### src/rtl/mmt_pkg.sv
package mmt_pkg;

    localparam int ADDR_W = 12;
    localparam int DATA_W = 64;
    localparam int BE_W   = DATA_W / 8;

    localparam logic [ADDR_W-1:0] OFS_CAP = 12'h000;
    localparam logic [ADDR_W-1:0] OFS_CFG = 12'h010;
    localparam logic [ADDR_W-1:0] OFS_STS = 12'h020;
    localparam logic [ADDR_W-1:0] OFS_CNT = 12'h0F0;
    // channel windows start at 0x100, expressed in 8-byte words
    localparam logic [ADDR_W-4:0] CH_BASE_WORD = 9'h020;

    typedef enum logic [1:0] {
        WIN_CFG   = 2'd0,
        WIN_CMP   = 2'd1,
        WIN_ROUTE = 2'd2,
        WIN_NONE  = 2'd3
    } ch_word_e;

    typedef struct packed {
        logic     cap;
        logic     cfg;
        logic     sts;
        logic     cnt;
        logic     ch_any;
        logic [6:0] ch_idx;
        ch_word_e word;
    } bus_dec_t;

    typedef struct packed {
        logic legacy;
        logic run;
    } glb_cfg_t;

    function automatic logic [DATA_W-1:0] byte_merge(
        input logic [DATA_W-1:0] old_v,
        input logic [DATA_W-1:0] new_v,
        input logic [BE_W-1:0]   be
    );
        logic [DATA_W-1:0] r;
        for (int b = 0; b < BE_W; b++) begin
            r[b*8 +: 8] = be[b] ? new_v[b*8 +: 8] : old_v[b*8 +: 8];
        end
        return r;
    endfunction

    function automatic logic [DATA_W-1:0] make_cap(
        input logic [31:0] tick_fs,
        input logic [15:0] vendor,
        input logic        wide_ok,
        input logic [4:0]  last_ch,
        input logic [7:0]  rev
    );
        return {tick_fs, vendor, 1'b1, 1'b0, wide_ok, last_ch, rev};
    endfunction

endpackage

### src/rtl/mmt_decode.sv
module mmt_decode
    import mmt_pkg::*;
#(
    parameter int NUM_CH = 3
) (
    input  logic [ADDR_W-1:0] addr,
    output bus_dec_t          dec
);
    logic [ADDR_W-4:0] rel;

    always_comb begin
        dec      = '0;
        dec.word = WIN_NONE;
        rel      = addr[ADDR_W-1:3] - CH_BASE_WORD;
        if (addr[2:0] == 3'b000) begin
            case (addr)
                OFS_CAP: dec.cap = 1'b1;
                OFS_CFG: dec.cfg = 1'b1;
                OFS_STS: dec.sts = 1'b1;
                OFS_CNT: dec.cnt = 1'b1;
                default: begin
                    if (addr[ADDR_W-1:3] >= CH_BASE_WORD
                        && 32'(rel[ADDR_W-4:2]) < NUM_CH
                        && rel[1:0] != 2'd3) begin
                        dec.ch_any = 1'b1;
                        dec.ch_idx = rel[ADDR_W-4:2];
                        dec.word   = ch_word_e'(rel[1:0]);
                    end
                end
            endcase
        end
    end

    // at most one target is selected for any address
    always_comb begin
        assert_one_target_R10: assert ($onehot0({dec.cap, dec.cfg, dec.sts, dec.cnt, dec.ch_any}));
    end

endmodule

### src/rtl/mmt_counter.sv
module mmt_counter
    import mmt_pkg::*;
#(
    parameter int CNT_W = 64
) (
    input  logic              clk,
    input  logic              rst,
    input  logic              run,
    input  logic              wr_en,
    input  logic [DATA_W-1:0] wdata,
    input  logic [BE_W-1:0]   be,
    output logic [CNT_W-1:0]  count
);
    logic [DATA_W-1:0] merged;

    assign merged = byte_merge(DATA_W'(count), wdata, be);

    always_ff @(posedge clk) begin
        if (rst) begin
            count <= '0;
        end else if (wr_en) begin
            count <= merged[CNT_W-1:0];
        end else if (run) begin
            count <= count + 1'b1;
        end
    end

    assert_hold_R4: assert property (@(posedge clk) disable iff (rst)
        (!run && !wr_en) |=> $stable(count));

    assert_step_R4: assert property (@(posedge clk) disable iff (rst)
        (run && !wr_en) |=> (count == CNT_W'($past(count) + 1'b1)));

    assert_load_R5: assert property (@(posedge clk) disable iff (rst)
        (wr_en && be == '1) |=> (count == $past(wdata[CNT_W-1:0])));

endmodule

### src/rtl/mmt_irq.sv
module mmt_irq #(
    parameter int NUM_CH = 3
) (
    input  logic              clk,
    input  logic              rst,
    input  logic              run,
    input  logic              legacy,
    input  logic [NUM_CH-1:0] evt,
    input  logic              clr_en,
    input  logic [NUM_CH-1:0] clr_mask,
    output logic [NUM_CH-1:0] pending,
    output logic [NUM_CH-1:0] irq_line,
    output logic              pit_irq,
    output logic              rtc_irq
);
    logic [NUM_CH-1:0] kill;
    logic [NUM_CH-1:0] setv;

    assign kill = clr_en ? clr_mask : '0;
    assign setv = run ? evt : '0;

    // set beats clear when both hit one bit
    always_ff @(posedge clk) begin
        if (rst) begin
            pending <= '0;
        end else begin
            pending <= (pending & ~kill) | setv;
        end
    end

    for (genvar i = 0; i < NUM_CH; i++) begin : g_line
        if (i < 2) begin : g_steer
            assign irq_line[i] = run & pending[i] & ~legacy;
        end else begin : g_plain
            assign irq_line[i] = run & pending[i];
        end
    end

    assign pit_irq = run & legacy & pending[0];
    assign rtc_irq = run & legacy & pending[1];

    assert_set_wins_R7: assert property (@(posedge clk) disable iff (rst)
        (run && (evt != '0)) |=> ((pending & $past(evt)) == $past(evt)));

    assert_clear_R6: assert property (@(posedge clk) disable iff (rst)
        (clr_en && !run) |=> ((pending & $past(clr_mask)) == '0));

    assert_halt_quiet_R8: assert property (@(posedge clk) disable iff (rst)
        !run |-> (irq_line == '0 && !pit_irq && !rtc_irq));

    assert_halt_no_set_R6: assert property (@(posedge clk) disable iff (rst)
        (!run && !clr_en) |=> $stable(pending));

endmodule

### src/rtl/mmt_core.sv
module mmt_core
    import mmt_pkg::*;
#(
    parameter int          NUM_CH    = 3,
    parameter int          CNT_W     = 64,
    parameter logic [31:0] TICK_FS   = 32'h0098_9680,
    parameter logic [15:0] VENDOR_ID = 16'h1D0C,
    parameter logic [7:0]  REV_ID    = 8'h01
) (
    input  logic                     clk,
    input  logic                     rst,
    input  logic [11:0]              bus_addr,
    input  logic                     bus_we,
    input  logic [63:0]              bus_wdata,
    input  logic [7:0]               bus_be,
    output logic [63:0]              bus_rdata,
    output logic [63:0]              cnt_value,
    output logic                     glb_en,
    output logic                     legacy_sel,
    output logic [NUM_CH-1:0]        ch_sel,
    output logic [1:0]               ch_word,
    output logic [NUM_CH-1:0]        ch_we,
    input  logic [NUM_CH*64-1:0]     ch_rdata,
    input  logic [NUM_CH-1:0]        ch_event,
    output logic [NUM_CH-1:0]        irq_line,
    output logic                     legacy_pit_irq,
    output logic                     legacy_rtc_irq
);
    localparam logic [DATA_W-1:0] CAP_WORD =
        make_cap(TICK_FS, VENDOR_ID, (CNT_W == 64), 5'(NUM_CH - 1), REV_ID);

    bus_dec_t          dec;
    glb_cfg_t          cfg_q;
    logic [CNT_W-1:0]  count;
    logic [NUM_CH-1:0] pending;
    logic              cfg_wr;
    logic              cnt_wr;
    logic              sts_clr;

    mmt_decode #(.NUM_CH(NUM_CH)) u_dec (
        .addr (bus_addr),
        .dec  (dec)
    );

    assign cfg_wr  = bus_we && dec.cfg && bus_be[0];
    assign cnt_wr  = bus_we && dec.cnt;
    assign sts_clr = bus_we && dec.sts && bus_be[0];

    always_ff @(posedge clk) begin
        if (rst) begin
            cfg_q <= '0;
        end else if (cfg_wr) begin
            cfg_q <= glb_cfg_t'(bus_wdata[1:0]);
        end
    end

    assign glb_en     = cfg_q.run;
    assign legacy_sel = cfg_q.legacy;

    mmt_counter #(.CNT_W(CNT_W)) u_cnt (
        .clk   (clk),
        .rst   (rst),
        .run   (cfg_q.run),
        .wr_en (cnt_wr),
        .wdata (bus_wdata),
        .be    (bus_be),
        .count (count)
    );

    assign cnt_value = 64'(count);

    mmt_irq #(.NUM_CH(NUM_CH)) u_irq (
        .clk      (clk),
        .rst      (rst),
        .run      (cfg_q.run),
        .legacy   (cfg_q.legacy),
        .evt      (ch_event),
        .clr_en   (sts_clr),
        .clr_mask (bus_wdata[NUM_CH-1:0]),
        .pending  (pending),
        .irq_line (irq_line),
        .pit_irq  (legacy_pit_irq),
        .rtc_irq  (legacy_rtc_irq)
    );

    for (genvar i = 0; i < NUM_CH; i++) begin : g_chsel
        assign ch_sel[i] = dec.ch_any && (32'(dec.ch_idx) == i);
        assign ch_we[i]  = ch_sel[i] && bus_we;
    end

    assign ch_word = dec.word;

    always_comb begin
        bus_rdata = '0;
        if (dec.cap) bus_rdata = CAP_WORD;
        if (dec.cfg) bus_rdata = 64'(cfg_q);
        if (dec.sts) bus_rdata = 64'(pending);
        if (dec.cnt) bus_rdata = 64'(count);
        for (int i = 0; i < NUM_CH; i++) begin
            if (ch_sel[i]) bus_rdata = ch_rdata[i*64 +: 64];
        end
    end

    assert_cfg_write_R3: assert property (@(posedge clk) disable iff (rst)
        cfg_wr |=> (glb_en == $past(bus_wdata[0]) && legacy_sel == $past(bus_wdata[1])));

    assert_legacy_quiet_R9: assert property (@(posedge clk) disable iff (rst)
        legacy_sel |-> (irq_line[1:0] == 2'b00));

    assert_we_follows_sel_R10: assert property (@(posedge clk) disable iff (rst)
        !bus_we |-> (ch_we == '0));

endmodule

### config.mk
export PLATFORM = sky130hd
export DESIGN_NAME = mmt_core
export DESIGN_NICKNAME = d
export VERILOG_FILES = /design/src/rtl/mmt_pkg.sv /design/src/rtl/mmt_decode.sv /design/src/rtl/mmt_counter.sv /design/src/rtl/mmt_irq.sv /design/src/rtl/mmt_core.sv
export SDC_FILE = /design/constraint.sdc
export NUM_CORES = 1
export LEC_CHECK = 0
export BUFFER_PORTS_ARGS = -buffer_cell sky130_fd_sc_hd__buf_2
export CORE_AREA = 2 2 166 168
export DETAILED_ROUTE_END_ITERATION = 8
export DIE_AREA = 0 0 168 170
export PLACE_DENSITY = 0.58
export SLEW_MARGIN = 20
export SYNTH_ARGS = -nofsm -noshare
export SYNTH_HDL_FRONTEND = slang
export SYNTH_SLANG_ARGS = --single-unit
export TNS_END_PERCENT = 5
### constraint.sdc
create_clock -name clk -period 4.5 [get_ports clk]
set_clock_uncertainty 0.05 [all_clocks]
set_input_delay 0.225 -clock clk [delete_from_list [all_inputs] [get_ports clk]]
set_output_delay 0.225 -clock clk [all_outputs]
set_load 0.1 [all_outputs]
==> results.toml <==
[die]
rows = 60
die_y_um = 170
die_area_sq_um = 28600
start_util_pct = 23.2
core_sq_um = 26700
die_w_um = 168
io_pins = 425

[route]
dr.pass1.iters = 8
viasPerCell = 5.62
wire_per_inst_um = 21.6
first_iter_violations = 1181
vias = 9018
drc_errors = 0
routed_wirelength_mm = 34.6
ant_nets = 0

[pwr]
peakVddDrop_mv = 0.174
powerDensity_nw_per_um2 = 169
p_leak_uw = 0.00413
power_uw = 1500

[grt]
grt_usage_pct = 23.1
grt_pass1_vias = 8238
grt_start_max_net_pins = 65
antenna_found_initial = 4
grt_first_pass_wirelength_mm = 50.4
grt_overflow_total = 0

[synth]
synth_fp_nets = 1157
yosysTopAreaCell = "dfxtp_1"
syn_avg_cell_area_sq_um = 7.10
ys_top_cells_by_area = "dfxtp_1 22%, nand2_1 9.5%, a222oi_1 7.1%"
synth_flop_cell = "dfxtp_1"
ys_ff_latch = 69
synth_top_area_share_pct = 22.3
synth-warning-count = 0
yosysMostFrequentCell = "nand2_1"
synthTopCellsByCount = "157 x nand2_1, 78 x nor2_1, 69 x dfxtp_1"
yosysSeqAreaShare_pct = 22.3
synth_edf_count = 0
async_flop_share_pct = 0
synth_cell_types = 77
syn_inst = 871
syn_area_sq_um = 6180

[clock_network]
ctsHtreeMaxLevel = 3
ctsResizeCount = 0
numCtsBuffers = 9
clk_path_buf_depth = 2
insertion_delay_ns = 0.34
cts.hold.buffers_added = 0
cts_post_setup_buffers_inserted = 0
tritoncts = "yes"
cts.sinks = 69
cts_root_buf = "clkbuf_16"
clk_pin_slew_ns = 0.06

[sta]
max_freq_mhz = 283
tightest_slew_ns = 1.04
setup_tns_ns = 0
slew_violations = 0
fin_crit_ns = 3.53
rsz0062_at_grt = "false"
finalSetupViolCount = 0
fin_crit_sh_pct = 78.5
setup_slack_ns = 0.968
max_slew_margin_pct = 30.2
hold_viol = 0

[finish]
area_growth_pct = 43.9
fillers = 2912
final_nets = 1545
ff_latch_area_sq_um = 1380
multi_input_area_sq_um = 4490
drive_gt1_share_pct = 38.8
final_cells = 1606

[job]
maxCapViolCount = 0

[critical_path]
crit_fanout = 64
path_class = "input pin to output port"
critPathRequiredTime_ns = 4.22
startpoint_type = "input pin"
end_kind = "output port"
critPathArrivalTime_ns = 3.26
rr_worst_depth = 7

[min_path]
min_path_cells = 3
hold_class = "input pin to register"

[place]
place.detailed.hpwl_mm = 26.9
dp_cells = 1589
gp_congestion = 0.913
pre_cts_slack_ns = 1.04
numPortBuffers = 424

[outcome]
status = "finished clean"
power breakdown:
part	internal, uW	total (uW)	switching, uW
combinational	99.0	198	98.9
sequential	613	616	3.67
clock	410	688	278
total	1120	1500	381
cell type report:
| cell class | count | area share (%) |
|---|---|---|
| Tap cell | 341 | 4.80 |
| Multi-Input combinational cell | 723 | 50.5 |
| Antenna cell | 4 | 0.113 |
| Clock buffer | 12 | 3.00 |
| Sequential cell | 69 | 15.5 |
| Timing Repair Buffer | 443 | 25.4 |
| Clock inverter | 1 | 0.0844 |
| Inverter | 13 | 0.549 |
registers in the layout, summed over array words and instances, names as in the netlist:
signal         flops
legacy_sel         1
glb_en             1
u_cnt.count       64
u_irq.pending      3
per-stage QoR:
stage | utilization (%) | hold slack (ns) | instance area [sq um]
detailed placement | 32.3 | 0.433 | 8610
finish | 33.4 | 0.0869 | 8890
global placement | 32.3 | 0.433 | 8600
floorplan | - | 0.319 | 6180
CTS | 33.3 | 0.0679 | 8880
global route | 33.4 | 0.0895 | 8890
routing by layer:
layer	vias to the layer above	track usage (%)	share of wire, %
li1	4189	-	-
met1	4270	30.0	42
met2	512	39.1	47
met3	47	4.16	8.2
met4	0	6.88	2.1
met5	-	0	0
logic make-up (layout without fill, tap and decap cells):
family	count (synthesis)	after routing	share of synthesized area, %
simple gates	424	424	36.1
compound gates	279	279	32.7
buf+inv	79	469	5.51
flops	69	69	22.3
mux	11	11	1.84
xor+xnor	5	5	0.708
fa+ha+maj	4	4	0.810
other cells	0	4	0
worst max-delay path, cell delays in order:
cell and delay (ns):
buf_2 0.10, nor3_2 0.50, nand4_1 0.30, a211oi_2 0.34, and3_2 0.29, buf_4 0.60, a222oi_1 0.19, a21oi_1 0.20
buf_2 0.44
placed cells by master, fill, tap and decap left out, drive strengths merged, types with 6 or more instances in the layout:
cell / Yosys / final
and2: 17 / 17
a31oi: 17 / 17
nor2: 78 / 78
and4: 12 / 12
o21a: 6 / 6
o31ai: 8 / 8
buf: 32 / 443
a211oi: 24 / 24
dfxtp: 69 / 69
clkbuf: 34 / 12
and3: 19 / 19
nor3: 26 / 26
nand4: 30 / 30
a22oi: 23 / 23
nand3: 38 / 38
o21ai: 39 / 39
a221oi: 18 / 18
mux2i: 8 / 8
nor4: 17 / 17
a222oi: 44 / 44
a21oi: 60 / 60
nor2b: 6 / 6
nand2: 157 / 157
or4: 9 / 9
inv: 12 / 12
final timing paths:
kind | startpoint | endpoint | slack, ns
max | bus_addr[2] | bus_rdata[34] | 0.97
min | ch_event[0] | u_irq.pending[0]$_SDFF_PP0_ | 0.09
max reg2reg | u_cnt.count[0]$_SDFFE_PP0P_ | u_cnt.count[48]$_SDFFE_PP0P_ | 1.63
min reg2reg | u_irq.pending[0]$_SDFF_PP0_ | u_irq.pending[0]$_SDFF_PP0_ | 0.47
(Power assumes the default switching activity.)
